[src/rtl/throttle_pkg.sv]
package throttle_pkg;
  typedef enum logic [2:0] {
    ST_IDLE,
    ST_OFF_DIV,
    ST_OFF_WAIT,
    ST_FRQ_WAIT,
    ST_DONE
  } seq_st_e;
endpackage

[src/rtl/throttle_div.sv]
// Restoring divider, one quotient bit per cycle, fixed latency of DVD_W cycles.
module throttle_div #(
  parameter int DVD_W = 28,
  parameter int DVS_W = 20
) (
  input  logic             clk_i,
  input  logic             rst_ni,
  input  logic             go_i,
  input  logic [DVD_W-1:0] dividend_i,
  input  logic [DVS_W-1:0] divisor_i,
  output logic             done_o,
  output logic [DVD_W-1:0] quot_o
);
  localparam int CW = $clog2(DVD_W + 1);

  logic [CW-1:0]    cnt_q;
  logic [DVS_W-1:0] rem_q, dvs_q;
  logic [DVD_W-1:0] dvd_q, quo_q;
  logic             done_q;
  logic [DVS_W:0]   trial, diff;
  logic             fits;

  assign trial = {rem_q, dvd_q[DVD_W-1]};
  assign fits  = trial >= {1'b0, dvs_q};
  assign diff  = trial - {1'b0, dvs_q};

  always_ff @(posedge clk_i or negedge rst_ni) begin
    if (!rst_ni) begin
      cnt_q  <= '0;
      rem_q  <= '0;
      dvs_q  <= '0;
      dvd_q  <= '0;
      quo_q  <= '0;
      done_q <= 1'b0;
    end else if (go_i) begin
      cnt_q  <= CW'(DVD_W);
      rem_q  <= '0;
      dvs_q  <= divisor_i;
      dvd_q  <= dividend_i;
      quo_q  <= '0;
      done_q <= 1'b0;
    end else if (cnt_q != '0) begin
      rem_q  <= fits ? diff[DVS_W-1:0] : trial[DVS_W-1:0];
      quo_q  <= {quo_q[DVD_W-2:0], fits};
      dvd_q  <= {dvd_q[DVD_W-2:0], 1'b0};
      cnt_q  <= cnt_q - 1'b1;
      done_q <= (cnt_q == CW'(1));
    end else begin
      done_q <= 1'b0;
    end
  end

  assign done_o = done_q;
  assign quot_o = quo_q;
endmodule

[src/rtl/throttle_err_cmp.sv]
// Decides whether a candidate rate is at least as close to the target as the best so far.
module throttle_err_cmp #(
  parameter int W = 20
) (
  input  logic [W-1:0] cand_i,
  input  logic [W-1:0] best_i,
  input  logic [W-1:0] target_i,
  output logic         take_o
);
  logic [W-1:0] err_cand, err_best;

  assign err_cand = (cand_i >= target_i) ? cand_i - target_i : target_i - cand_i;
  assign err_best = (best_i >= target_i) ? best_i - target_i : target_i - best_i;
  assign take_o   = err_cand <= err_best;
endmodule

[src/rtl/throttle_seq.sv]
module throttle_seq
  import throttle_pkg::*;
#(
  parameter int FREQ_W = 20,
  parameter int DUR_W  = 9,
  parameter int CNT_W  = 8
) (
  input  logic                    clk_i,
  input  logic                    rst_ni,
  input  logic                    start_i,
  input  logic [FREQ_W-1:0]       req_i,
  input  logic [FREQ_W-1:0]       stock_i,
  input  logic [DUR_W-1:0]        max_dur_i,
  output logic                    busy_o,
  output logic                    done_o,
  output logic [CNT_W-1:0]        on_o,
  output logic [CNT_W-1:0]        off_o,
  output logic [FREQ_W-1:0]       freq_o,
  output logic                    mod_off_o,
  output logic                    div_go_o,
  output logic [FREQ_W+CNT_W-1:0] div_dvd_o,
  output logic [FREQ_W-1:0]       div_dvs_o,
  input  logic                    div_done_i,
  input  logic [FREQ_W+CNT_W-1:0] div_quo_i,
  output logic [FREQ_W-1:0]       cand_o,
  output logic [FREQ_W-1:0]       best_o,
  output logic [FREQ_W-1:0]       target_o,
  input  logic                    take_i
);
  localparam int PROD_W  = FREQ_W + CNT_W;
  localparam int MAX_DUR = (1 << CNT_W) - 1;

  seq_st_e            st_q;
  logic [FREQ_W-1:0]  req_q, stock_q, best_frq_q, cand;
  logic [CNT_W-1:0]   idx_q, off_c_q, best_on_q, best_off_q, dur_eff;

  // 0 -> 1, above the count range -> full range
  always_comb begin
    if (max_dur_i == '0)                    dur_eff = CNT_W'(1);
    else if (max_dur_i > DUR_W'(MAX_DUR))   dur_eff = CNT_W'(MAX_DUR);
    else                                    dur_eff = max_dur_i[CNT_W-1:0];
  end

  assign cand = (|div_quo_i[PROD_W-1:FREQ_W]) ? '1 : div_quo_i[FREQ_W-1:0];

  always_comb begin
    div_go_o  = (st_q == ST_OFF_DIV) || ((st_q == ST_OFF_WAIT) && div_done_i);
    if (st_q == ST_OFF_DIV) begin
      div_dvd_o = PROD_W'(req_q) * PROD_W'(idx_q);
      div_dvs_o = stock_q;
    end else begin
      div_dvd_o = PROD_W'(stock_q) * PROD_W'(div_quo_i[CNT_W-1:0]);
      div_dvs_o = FREQ_W'(idx_q);
    end
  end

  assign cand_o   = cand;
  assign best_o   = best_frq_q;
  assign target_o = req_q;

  always_ff @(posedge clk_i or negedge rst_ni) begin
    if (!rst_ni) begin
      st_q       <= ST_IDLE;
      req_q      <= '0;
      stock_q    <= '0;
      idx_q      <= '0;
      off_c_q    <= '0;
      best_on_q  <= '0;
      best_off_q <= '0;
      best_frq_q <= '0;
      busy_o     <= 1'b0;
      done_o     <= 1'b0;
      on_o       <= '0;
      off_o      <= '0;
      freq_o     <= '0;
      mod_off_o  <= 1'b0;
    end else begin
      done_o <= 1'b0;
      unique case (st_q)
        ST_IDLE: begin
          if (start_i) begin
            req_q      <= req_i;
            stock_q    <= stock_i;
            idx_q      <= dur_eff;
            best_on_q  <= '0;
            best_off_q <= CNT_W'(1);
            best_frq_q <= stock_i;
            busy_o     <= 1'b1;
            st_q       <= ST_OFF_DIV;
          end
        end
        ST_OFF_DIV: st_q <= ST_OFF_WAIT;
        ST_OFF_WAIT: begin
          if (div_done_i) begin
            off_c_q <= div_quo_i[CNT_W-1:0];
            st_q    <= ST_FRQ_WAIT;
          end
        end
        ST_FRQ_WAIT: begin
          if (div_done_i) begin
            if (take_i) begin
              best_on_q  <= idx_q - off_c_q;
              best_off_q <= off_c_q;
              best_frq_q <= cand;
            end
            if (idx_q == CNT_W'(1)) begin
              st_q <= ST_DONE;
            end else begin
              idx_q <= idx_q - 1'b1;
              st_q  <= ST_OFF_DIV;
            end
          end
        end
        ST_DONE: begin
          if (best_frq_q == stock_q) begin
            on_o      <= '0;
            off_o     <= '0;
            mod_off_o <= 1'b1;
          end else begin
            on_o      <= best_on_q;
            off_o     <= best_off_q;
            mod_off_o <= 1'b0;
          end
          freq_o <= best_frq_q;
          done_o <= 1'b1;
          busy_o <= 1'b0;
          st_q   <= ST_IDLE;
        end
        default: st_q <= ST_IDLE;
      endcase
    end
  end
endmodule

[src/rtl/throttle_search.sv]
module throttle_search #(
  parameter int FREQ_W = 20,
  parameter int DUR_W  = 9,
  parameter int CNT_W  = 8
) (
  input  logic              clk_i,
  input  logic              rst_ni,
  input  logic              start_i,
  input  logic [FREQ_W-1:0] req_khz_i,
  input  logic [FREQ_W-1:0] stock_khz_i,
  input  logic [DUR_W-1:0]  max_dur_i,
  output logic              busy_o,
  output logic              done_o,
  output logic [CNT_W-1:0]  on_cnt_o,
  output logic [CNT_W-1:0]  off_cnt_o,
  output logic [FREQ_W-1:0] freq_khz_o,
  output logic              mod_off_o
);
  localparam int PROD_W = FREQ_W + CNT_W;

  logic              div_go, div_done, take;
  logic [PROD_W-1:0] div_dvd, div_quo;
  logic [FREQ_W-1:0] div_dvs, cand, best, target;

  throttle_seq #(.FREQ_W(FREQ_W), .DUR_W(DUR_W), .CNT_W(CNT_W)) u_seq (
    .clk_i      (clk_i),
    .rst_ni     (rst_ni),
    .start_i    (start_i),
    .req_i      (req_khz_i),
    .stock_i    (stock_khz_i),
    .max_dur_i  (max_dur_i),
    .busy_o     (busy_o),
    .done_o     (done_o),
    .on_o       (on_cnt_o),
    .off_o      (off_cnt_o),
    .freq_o     (freq_khz_o),
    .mod_off_o  (mod_off_o),
    .div_go_o   (div_go),
    .div_dvd_o  (div_dvd),
    .div_dvs_o  (div_dvs),
    .div_done_i (div_done),
    .div_quo_i  (div_quo),
    .cand_o     (cand),
    .best_o     (best),
    .target_o   (target),
    .take_i     (take)
  );

  throttle_div #(.DVD_W(PROD_W), .DVS_W(FREQ_W)) u_div (
    .clk_i      (clk_i),
    .rst_ni     (rst_ni),
    .go_i       (div_go),
    .dividend_i (div_dvd),
    .divisor_i  (div_dvs),
    .done_o     (div_done),
    .quot_o     (div_quo)
  );

  throttle_err_cmp #(.W(FREQ_W)) u_cmp (
    .cand_i   (cand),
    .best_i   (best),
    .target_i (target),
    .take_o   (take)
  );
endmodule

[config.mk]
export PLATFORM = sky130hd
export DESIGN_NAME = throttle_search
export DESIGN_NICKNAME = d
export VERILOG_FILES = /design/src/rtl/throttle_pkg.sv /design/src/rtl/throttle_div.sv /design/src/rtl/throttle_err_cmp.sv /design/src/rtl/throttle_seq.sv /design/src/rtl/throttle_search.sv
export SDC_FILE = /design/constraint.sdc
export NUM_CORES = 1
export LEC_CHECK = 0
export BUFFER_PORTS_ARGS = -buffer_cell sky130_fd_sc_hd__buf_4
export CORE_UTILIZATION = 30
export DETAILED_ROUTE_END_ITERATION = 8
export GPL_TIMING_DRIVEN = 0
export SLEW_MARGIN = 0
export SYNTH_ARGS = -nofsm -noshare
export SYNTH_HDL_FRONTEND = slang
export SYNTH_SLANG_ARGS = --single-unit
[constraint.sdc]
create_clock -name clk_i -period 4.99 [get_ports clk_i]
set_input_delay 0.998 -clock clk_i [delete_from_list [all_inputs] [get_ports clk_i]]
set_output_delay 0.998 -clock clk_i [all_outputs]
set_load 0.02 [all_outputs]
==> results of run 1 <==
## registers in the layout, indices dropped and copies added, names as in the netlist, 20 cells and up
signal          count
u_seq.best_o       20
u_div.quot_o       28
u_seq.stock_q      20
u_div.rem_q        20
u_div.dvd_q        28
u_seq.target_o     20
u_div.dvs_q        20
u_seq.freq_o       20
## per-layer routing
metal	vias to the layer above	track usage, %	wire length, um
li1	10277	-	-
met2	711	32.31	39780
met1	11205	27.74	37890
met5	-	0	7
met3	140	2.025	5099
met4	2	7.484	3734
## cells in the final DEF (no fill, tap or decap), types with 37 or more instances in the layout
cell type,Yosys,routed
a21o_1,69,69
a21oi_1,182,168
and2_1,135,124
buf_4,3,192
clkbuf_1,153,76
clkbuf_16,0,37
dfrtp_1,236,200
fa_1,222,216
ha_1,227,192
inv_1,303,288
nand2_1,453,421
nor2_1,157,136
o21ai_0,182,143
xnor2_1,65,60
xor2_1,54,49
## layout make-up
class	count	area, um^2	area share [%]
timing repair buffer	215	1805	5.825
sequential	236	5951	19.20
clock buffer	38	799.5	2.579
tap	1080	1351	4.360
inverter	305	1155	3.726
clock inverter	15	175.2	0.5651
multi-input combinational	2239	18760	60.51
buffer	141	1003	3.237
## cells by family after synthesis
group	after synthesis	synth area share, %
simple gates	946	17.24
mux	55	2.293
buf+inv	480	7.301
xor+xnor	119	4.126
compound gates	670	16.83
fa+ha+maj	449	28.84
flops	236	23.38
## worst reg2reg max path: cells and delay by family, from the launching register on
| family | cells | cell delay [ps] |
|---|---|---|
| AOI/OAI and AO/OA | 8 | 1570 |
| buffers and inverters | 9 | 1350 |
| and+or+nand+nor | 9 | 1340 |
| adders and majority gates | 2 | 520 |
| DFF | 1 | 410 |
| muxes | 1 | 330 |
| xor gates and xnor gates | 1 | 100 |
## repair_timing
item,in CTS,in global routing
pin swaps,77,111
endpoints found under the setup margin,55,52
resized for setup,266,231
gates cloned,4,3
buffers inserted,59,62
## stage by stage
step                hold slack (ps)  std cells  instance area [um^2]  TNS, ps
CTS                           299.9       4219                 29820   -26220
global placement              462.6       4124                 27430   -86140
finish                        302.8       4269                 31000   -27370
global route                  313.9       4269                 31000   -36120
detailed placement            474.5       4126                 27490   -85580
floorplan                     450.7       2955                 25410    -2556
## path summary, 6_finish.rpt
kind | end | from | slack [ps] | cells after the start
max | u_seq.best_off_q[5] | u_div.quot_o[23] | -780 | 30
min | u_div.rem_q[5] | rst_ni | 300 | 1
max reg2reg | u_seq.best_off_q[5] | u_div.quot_o[23] | -780 | 30
min reg2reg | u_seq.freq_o[7] | u_seq.freq_o[7] | 480 | 2
max in group asynchronous | u_seq.target_o[8] | rst_ni | 3790 | 2
min in group clk_i | u_seq.freq_o[7] | u_seq.freq_o[7] | 480 | 2
## synthesized netlist by cell type (16+ instances only)
cell type  number
mux2_2         23
o21a_1         18
fa_1          222
nand4_1        21
nor2b_1        24
nand2b_1       25
a211oi_1       29
ha_1          227
o211ai_1       16
xor2_1         54
o31ai_1        22
nor2_1        157
clkbuf_1      153
a31oi_1        18
a22o_1         20
inv_1         303
mux2i_1        32
nor3_1         36
nand2_1       453
o21ai_0       182
dfrtp_1       236
nand3_1        31
a21oi_1       182
a21o_1         69
and3_1         16
and2_1        135
xnor2_1        65
==> flow_summary.toml, run 1 <==
[setup_path]
cp_slowest_cell = "dfrtp_1"
critPathBufInv = 9
cp_max_fo = 7
cp_slowest_stage_delay_ps = 410
path_class = "reg2reg"
cpLargestDelayFamily = "compound AO/OA/AOI/OAI gates"
crit_path_end_kind = "flop"
critPathLaunchType = "flop"
critPathRequiredTime_ps = 5430
cp_data_arrival_time_ps = 6200
worst_path_most_repeated_cell = "buf_8"

[yosys]
yosysWarnings = 0
synth_top_area_share_pct = 23.38
yosysSeqAreaShare_pct = 23.38
synthCells = 2955
async_flop_share_pct = 100.0
ys_seq_elements = 236
syn-num-nets = 3456
avgSynthCellArea_um2 = 8.549
synth_edf_count = 0
synth.area.top_cells = "dfrtp_1 23%, fa_1 18%, ha_1 11%"
yosys.area.top_type = "dfrtp_1"
synth.distinct_cells = 77
syn_area_mm2 = 0.02526
ys.flop_type = "dfrtp_1"

[min_path]
hold_path_class = "in2async"

[layout]
n_antenna_cell = 0
final_nets = 3668
area.growth.synth_to_final_pct = 22.70
nFillCells = 8476
drive_above_1_share_pct = 19.60
post-route-util_pct = 37.10

[cts]
cts-htree-levels = 1
clock_latency_ps = 590
cts_buffers = 29
clk_pin_slew_ps = 50
clock_path_buffers = 3
cts_num_sinks = 236
holdBufCountCts = 0
cts_root_buffer = "clkbuf_16"
cts_tree = "yes"

[drt]
wl_per_cell_um = 20.27
drt-total-wl_um = 86510
via_per_inst = 5.232
ant_nets = 0
drc = 0
drtIter0Drc = 1639
via_count = 22335
first_pass_iters = 5

[grt]
grt_first_pass_wirelength_um = 132900
track_usage_pct = 20.07
grt_max_degree = 103
gr-total-overflow = 0
antenna_found_initial = 2
grt_pass1_vias = 22134

[flow_run]
drv_cap = 0

[timing]
tightest_slew_ps = 1062
finalHoldViolations = 0
max-slew-margin-rel_pct = 28.26
rsz0062_at_grt = "true"
layout_setup_ws_ps = -775.2
period_share_pct = 115.5
fmax_mhz = 173.5
min_period_ps = 5765
slew_viol_final = 0
setup_violations = 42
fin_worst_skew_ps = 22.12

[placement]
gp_congestion = 0.9406
io_buffers = 89
dp_hpwl_um = 65970
post-place-ws_ps = -2095

[die]
io-pin-count = 91
die-area_mm2 = 0.08537
initial_core_util_pct = 30.23
chipWidth_um = 292.2
num_rows = 106
core_area_mm2 = 0.08356
die_y_um = 292.2

[outcome]
violations = "negative setup slack"
status = "complete, but fails checks"
Power of run 1 is left out: the tool's default activity adds up to more than one toggle a clock period on the data nets, which glitch-free logic cannot reach.
==> run 2, diff against run 1 <==
--- a/config.mk
+++ b/config.mk
@@ -9,6 +9,7 @@
 export CORE_UTILIZATION = 30
 export DETAILED_ROUTE_END_ITERATION = 8
 export GPL_TIMING_DRIVEN = 0
+export RECOVER_POWER = 100
 export SLEW_MARGIN = 0
 export SYNTH_ARGS = -nofsm -noshare
 export SYNTH_HDL_FRONTEND = slang
==> run 2 against run 1 <==
  * Worst hold slack improved by 180 ps
  * Routed wire length barely moved
  * Critical path type unchanged
  * Sequential cell count did not move
  * The run ends with max-capacitance violations, max-slew violations, negative setup slack left
==> flow_summary.toml, run 2 (synthesis results as in run 1) <==
[layout]
n_antenna_cell = 0
final_nets = 3668
final_cell_mix = "421 x nand2_1, 288 x inv_1, 216 x fa_1, 201 x dfrtp_1, 192 x ha_1"
drive_above_1_share_pct = 18.22
final_common_cell = "nand2_1"
area.growth.synth_to_final_pct = 21.85
final_area_mm2 = 0.03078

[flow_run]
drv_cap = 3

[cts]
cts_root_buffer = "clkbuf_16"
clock_latency_ps = 600
holdBufCountCts = 0
clk_pin_slew_ps = 60
cts_buffers = 29
clock_path_buffers = 3
cts_tree = "yes"
cts-htree-levels = 1
cts_num_sinks = 236

[timing]
layout_setup_ws_ps = -778.4
slew_viol_final = 241
setup_violations = 51
rsz0062_at_grt = "true"
finalHoldViolations = 0
fmax_mhz = 173.4
max-slew-margin-rel_pct = -63.17
period_share_pct = 115.6
fin_worst_skew_ps = 23.85
min_period_ps = 5768
tightest_slew_ps = 2447

[setup_path]
ff2ff_setup_slack_ps = -780
cp_data_arrival_time_ps = 6210
cp_slowest_stage_delay_ps = 410
crit_path_end_kind = "flop"
worst_path_most_repeated_cell = "buf_8"
critPathLaunchType = "flop"
cp_slowest_cell = "dfrtp_1"
critPathRequiredTime_ps = 5430
r2r_end = "u_seq.best_off_q[5]"
r2r_start = "u_div.quot_o[23]"
path_class = "reg2reg"
worstRegToRegCells = 30
cp_max_fo = 7

[drt]
wl_per_cell_um = 20.26
drtIter0Drc = 1765
first_pass_iters = 5
drc = 0
via_per_inst = 5.227
ant_nets = 0
drt-total-wl_um = 86490
via_count = 22314

[min_path]
hold_path_startpoint = "u_seq.freq_o[16]"
hold_path_class = "reg2reg"
holdPathStages = 2
min_to = "u_seq.freq_o[16]"

[die]
num_rows = 106
initial_core_util_pct = 30.23
die-area_mm2 = 0.08537
chipWidth_um = 292.2
die_y_um = 292.2
io-pin-count = 91
core_area_mm2 = 0.08356

[outcome]
status = "complete, but fails checks"
violations = "max-capacitance violations, max-slew violations, negative setup slack"

[grt]
grt_pass1_vias = 22134
track_usage_pct = 20.07
grt_max_degree = 103
antenna_found_initial = 2
grt_first_pass_wirelength_um = 132900
gr-total-overflow = 0

[placement]
gp_congestion = 0.9406
dp_hpwl_um = 65970
io_buffers = 89
place_area_mm2 = 0.02749
==> run 2: worst max path at each step <==
stage | start | to | slack [ps] | cells past startpoint
after floorplan | u_div.quot_o[26] | u_seq.best_on_q[3] | -110 | 29
after global placement | u_div.quot_o[23] | u_seq.best_off_q[4] | -2120 | 24
after detailed placement | u_div.quot_o[23] | u_seq.best_off_q[5] | -2090 | 24
after CTS | u_div.quot_o[20] | u_seq.best_off_q[5] | -760 | 31
after global routing | u_div.quot_o[23] | u_seq.best_off_q[2] | -990 | 31
final | u_div.quot_o[23] | u_seq.best_off_q[5] | -780 | 30
==> run 2: repair_timing <==
action	in CTS	in global routing
setup endpoints to repair	55	52
buffers inserted	59	62
cloned	4	3
pin swaps	77	111
endpoints found under the hold margin	0	0
resized for setup	266	231
==> run 2: layer usage <==
layer	vias to the layer above	track usage, %	routed length [um]
met5	-	0	7
met4	2	7.484	3680
met3	139	2.025	5093
met2	694	32.31	39860
met1	11195	27.74	37850
li1	10284	-	-
==> run 2: metrics by stage <==
| step | util, % | setup slack (ps) | std cells | hold slack [ps] | setup TNS, ps |
|---|---|---|---|---|---|
| after floorplan | - | -111.3 | 2955 | 450.7 | -2556 |
| after global placement | 32.83 | -2125 | 4124 | 462.6 | -86140 |
| after detailed placement | 32.90 | -2095 | 4126 | 474.5 | -85580 |
| after CTS | 35.69 | -759.2 | 4219 | 299.9 | -26220 |
| after global routing | 36.84 | -986.8 | 4269 | 496.2 | -60040 |
| final | 36.84 | -778.4 | 4269 | 481.3 | -30770 |
==> run 2: cell type report <==
cell class                 count  area (um^2)
tap                         1080         1351
multi-input combinational   2239        18760
inverter                     305         1152
clock inverter                15        175.2
timing repair buffer         215         1599
buffer                       141        998.5
sequential                   236         5949
clock buffer                  38        799.5
fill                        8521        52770
==> run 2: worst max-delay path: cells and delay by family (launching register included) <==
family / cells / cell delay (ps)
xor gates and xnor gates: 1 / 100
muxes: 1 / 330
adders and majority gates: 2 / 520
buffers and inverters: 9 / 1340
DFF: 1 / 410
and+or+nand+nor: 9 / 1340
AOI/OAI and AO/OA: 8 / 1570
Power of run 2 is left out for the same reason.
==> run 3, diff against run 2 <==
--- a/config.mk
+++ b/config.mk
@@ -6,7 +6,7 @@
 export NUM_CORES = 1
 export LEC_CHECK = 0
 export BUFFER_PORTS_ARGS = -buffer_cell sky130_fd_sc_hd__buf_4
-export CORE_UTILIZATION = 30
+export CORE_UTILIZATION = 25
 export DETAILED_ROUTE_END_ITERATION = 8
 export GPL_TIMING_DRIVEN = 0
 export RECOVER_POWER = 100
==> run 3 against run 2 <==
  * Via count rose by 0.27%
  * Highest routed layer unchanged
  * Critical path type unchanged
  * First-iteration DRC count rose by 4.9%
  * Global-route usage fell by 3.1 points
  * The flow still finishes with violations (max-capacitance violations, max-slew violations, negative setup slack)
  * Final cell count rose by 5.0%
  * Largest cell class unchanged
  * Worst setup slack improved by 11 ps
==> flow_summary.toml, run 3 (synthesis results as in run 1) <==
[outcome]
status = "complete, but fails checks"
violations = "max-capacitance violations, max-slew violations, negative setup slack"

[timing]
setup_violations = 48
max-slew-margin-rel_pct = -62.51
fin_worst_skew_ps = 19.46
layout_setup_ws_ps = -767.1
slew_viol_final = 136
min_period_ps = 5757
tightest_slew_ps = 2438
fmax_mhz = 173.7
period_share_pct = 115.4
finalHoldViolations = 0
rsz0062_at_grt = "true"

[placement]
gp_congestion = 0.9380
dp_hpwl_um = 68190
dpl.cell_count = 4344
io_buffers = 89

[drt]
ant_nets = 0
via_per_inst = 4.991
drc = 0
first_pass_iters = 5
drt-total-wl_um = 89200
drtIter0Drc = 1852
via_count = 22374
wl_per_cell_um = 19.90

[die]
die-area_mm2 = 0.1023
io-pin-count = 91
num_rows = 116
initial_core_util_pct = 25.22
chipWidth_um = 319.9
die_y_um = 319.9
core_area_mm2 = 0.1001

[min_path]
holdPathStages = 2
hold_path_class = "reg2reg"

[grt]
grt_first_pass_wirelength_um = 133800
track_usage_pct = 16.97
antenna_found_initial = 6
grt_pass1_vias = 22194
gr-total-overflow = 0
grt_max_degree = 104

[cts]
cts_buffers = 28
clock_path_buffers = 3
clk_pin_slew_ps = 60
holdBufCountCts = 0
cts_tree = "yes"
cts_root_buffer = "clkbuf_16"
clock_latency_ps = 590
cts-htree-levels = 1
cts_num_sinks = 236

[layout]
drive_above_1_share_pct = 17.76
final_common_cell = "nand2_1"
area.growth.synth_to_final_pct = 23.18
final_cell_mix = "434 x nand2_1, 288 x inv_1, 219 x fa_1, 203 x dfrtp_1, 190 x ha_1"
final_nets = 3661
stdcell_count = 4483

[setup_path]
critPathRequiredTime_ps = 5430
cp_data_arrival_time_ps = 6190
path_class = "reg2reg"
crit_path_end_kind = "flop"
critPathLaunchType = "flop"
worstRegToRegCells = 27
cp_max_fo = 8

[flow_run]
drv_cap = 2
==> run 3: final cells by class <==
type	instances	area [um^2]
diodes	3	7.507
clock inverters	18	277.8
inverters	305	1151
clock buffers	34	774.5
plain buffers	143	973.4
fillers	10404	69030
flip-flops and latches	236	5949
repair buffers	207	1572
multi-input cells	2239	18790
well taps	1298	1624
==> run 3: final timing paths <==
check / start / slack (ps) / endpoint
setup / recovery: u_div.quot_o[27] / -770 / u_seq.best_off_q[6]
hold / removal: u_seq.freq_o[19] / 470 / u_seq.freq_o[19]
setup reg to reg: u_div.quot_o[27] / -770 / u_seq.best_off_q[6]
hold reg to reg: u_seq.freq_o[19] / 470 / u_seq.freq_o[19]
max in group asynchronous: rst_ni / 400 / u_seq.stock_q[9]
min in group asynchronous: rst_ni / 960 / u_div.rem_q[6]
==> run 3: timing repair <==
item / in CTS / in global routing
pin swaps: 53 / 100
gates cloned: 4 / 4
endpoints found under the setup margin: 55 / 52
buffers inserted: 49 / 61
resized for setup: 213 / 264
==> run 3: layer usage <==
layer  vias to the layer above  part of all wire, %  global-route usage, %  wire length (um)
li1                      10244                    -                      -                 -
met1                     11205                   43                  22.63             38520
met2                       745                   45                  26.71             40040
met3                       176                  6.8                  3.084              6046
met4                         4                  5.1                  7.507              4570
met5                         -                0.022                      0                20
==> run 3: per-stage QoR <==
step | TNS [ps] | utilization [%] | hold WS (ps) | instance area [um^2] | setup slack, ps
after floorplan | -2556 | - | 450.7 | 25410 | -111.3
after global placement | -77500 | 27.66 | 463.1 | 27700 | -1877
after detailed placement | -76120 | 27.72 | 469.3 | 27770 | -1836
after CTS | -28450 | 29.94 | 274.8 | 29980 | -770.8
after global routing | -50660 | 31.07 | 506.9 | 31110 | -987.2
final | -28830 | 31.07 | 473.5 | 31120 | -767.1
==> run 3: critical path, cell delays in order, from the launching register on <==
cell	delay (ps)
dfrtp_1	400
nor4_2	320
nand2_2	210
buf_12	210
nor2_4	160
inv_2	80
ha_1	290
nor2b_1	150
o21ai_2	150
a21boi_1	130
o41ai_2	320
buf_4	170
buf_4	130
o21ai_0	150
a21oi_1	180
nor2b_1	60
o32ai_1	300
xnor2_1	170
ha_1	260
a21o_1	200
a221oi_2	290
o21ai_2	140
o31ai_4	450
o21ai_4	190
buf_8	200
clkbuf_16	150
nand2_2	50
o31ai_1	60
Power of run 3 is left out for the same reason.
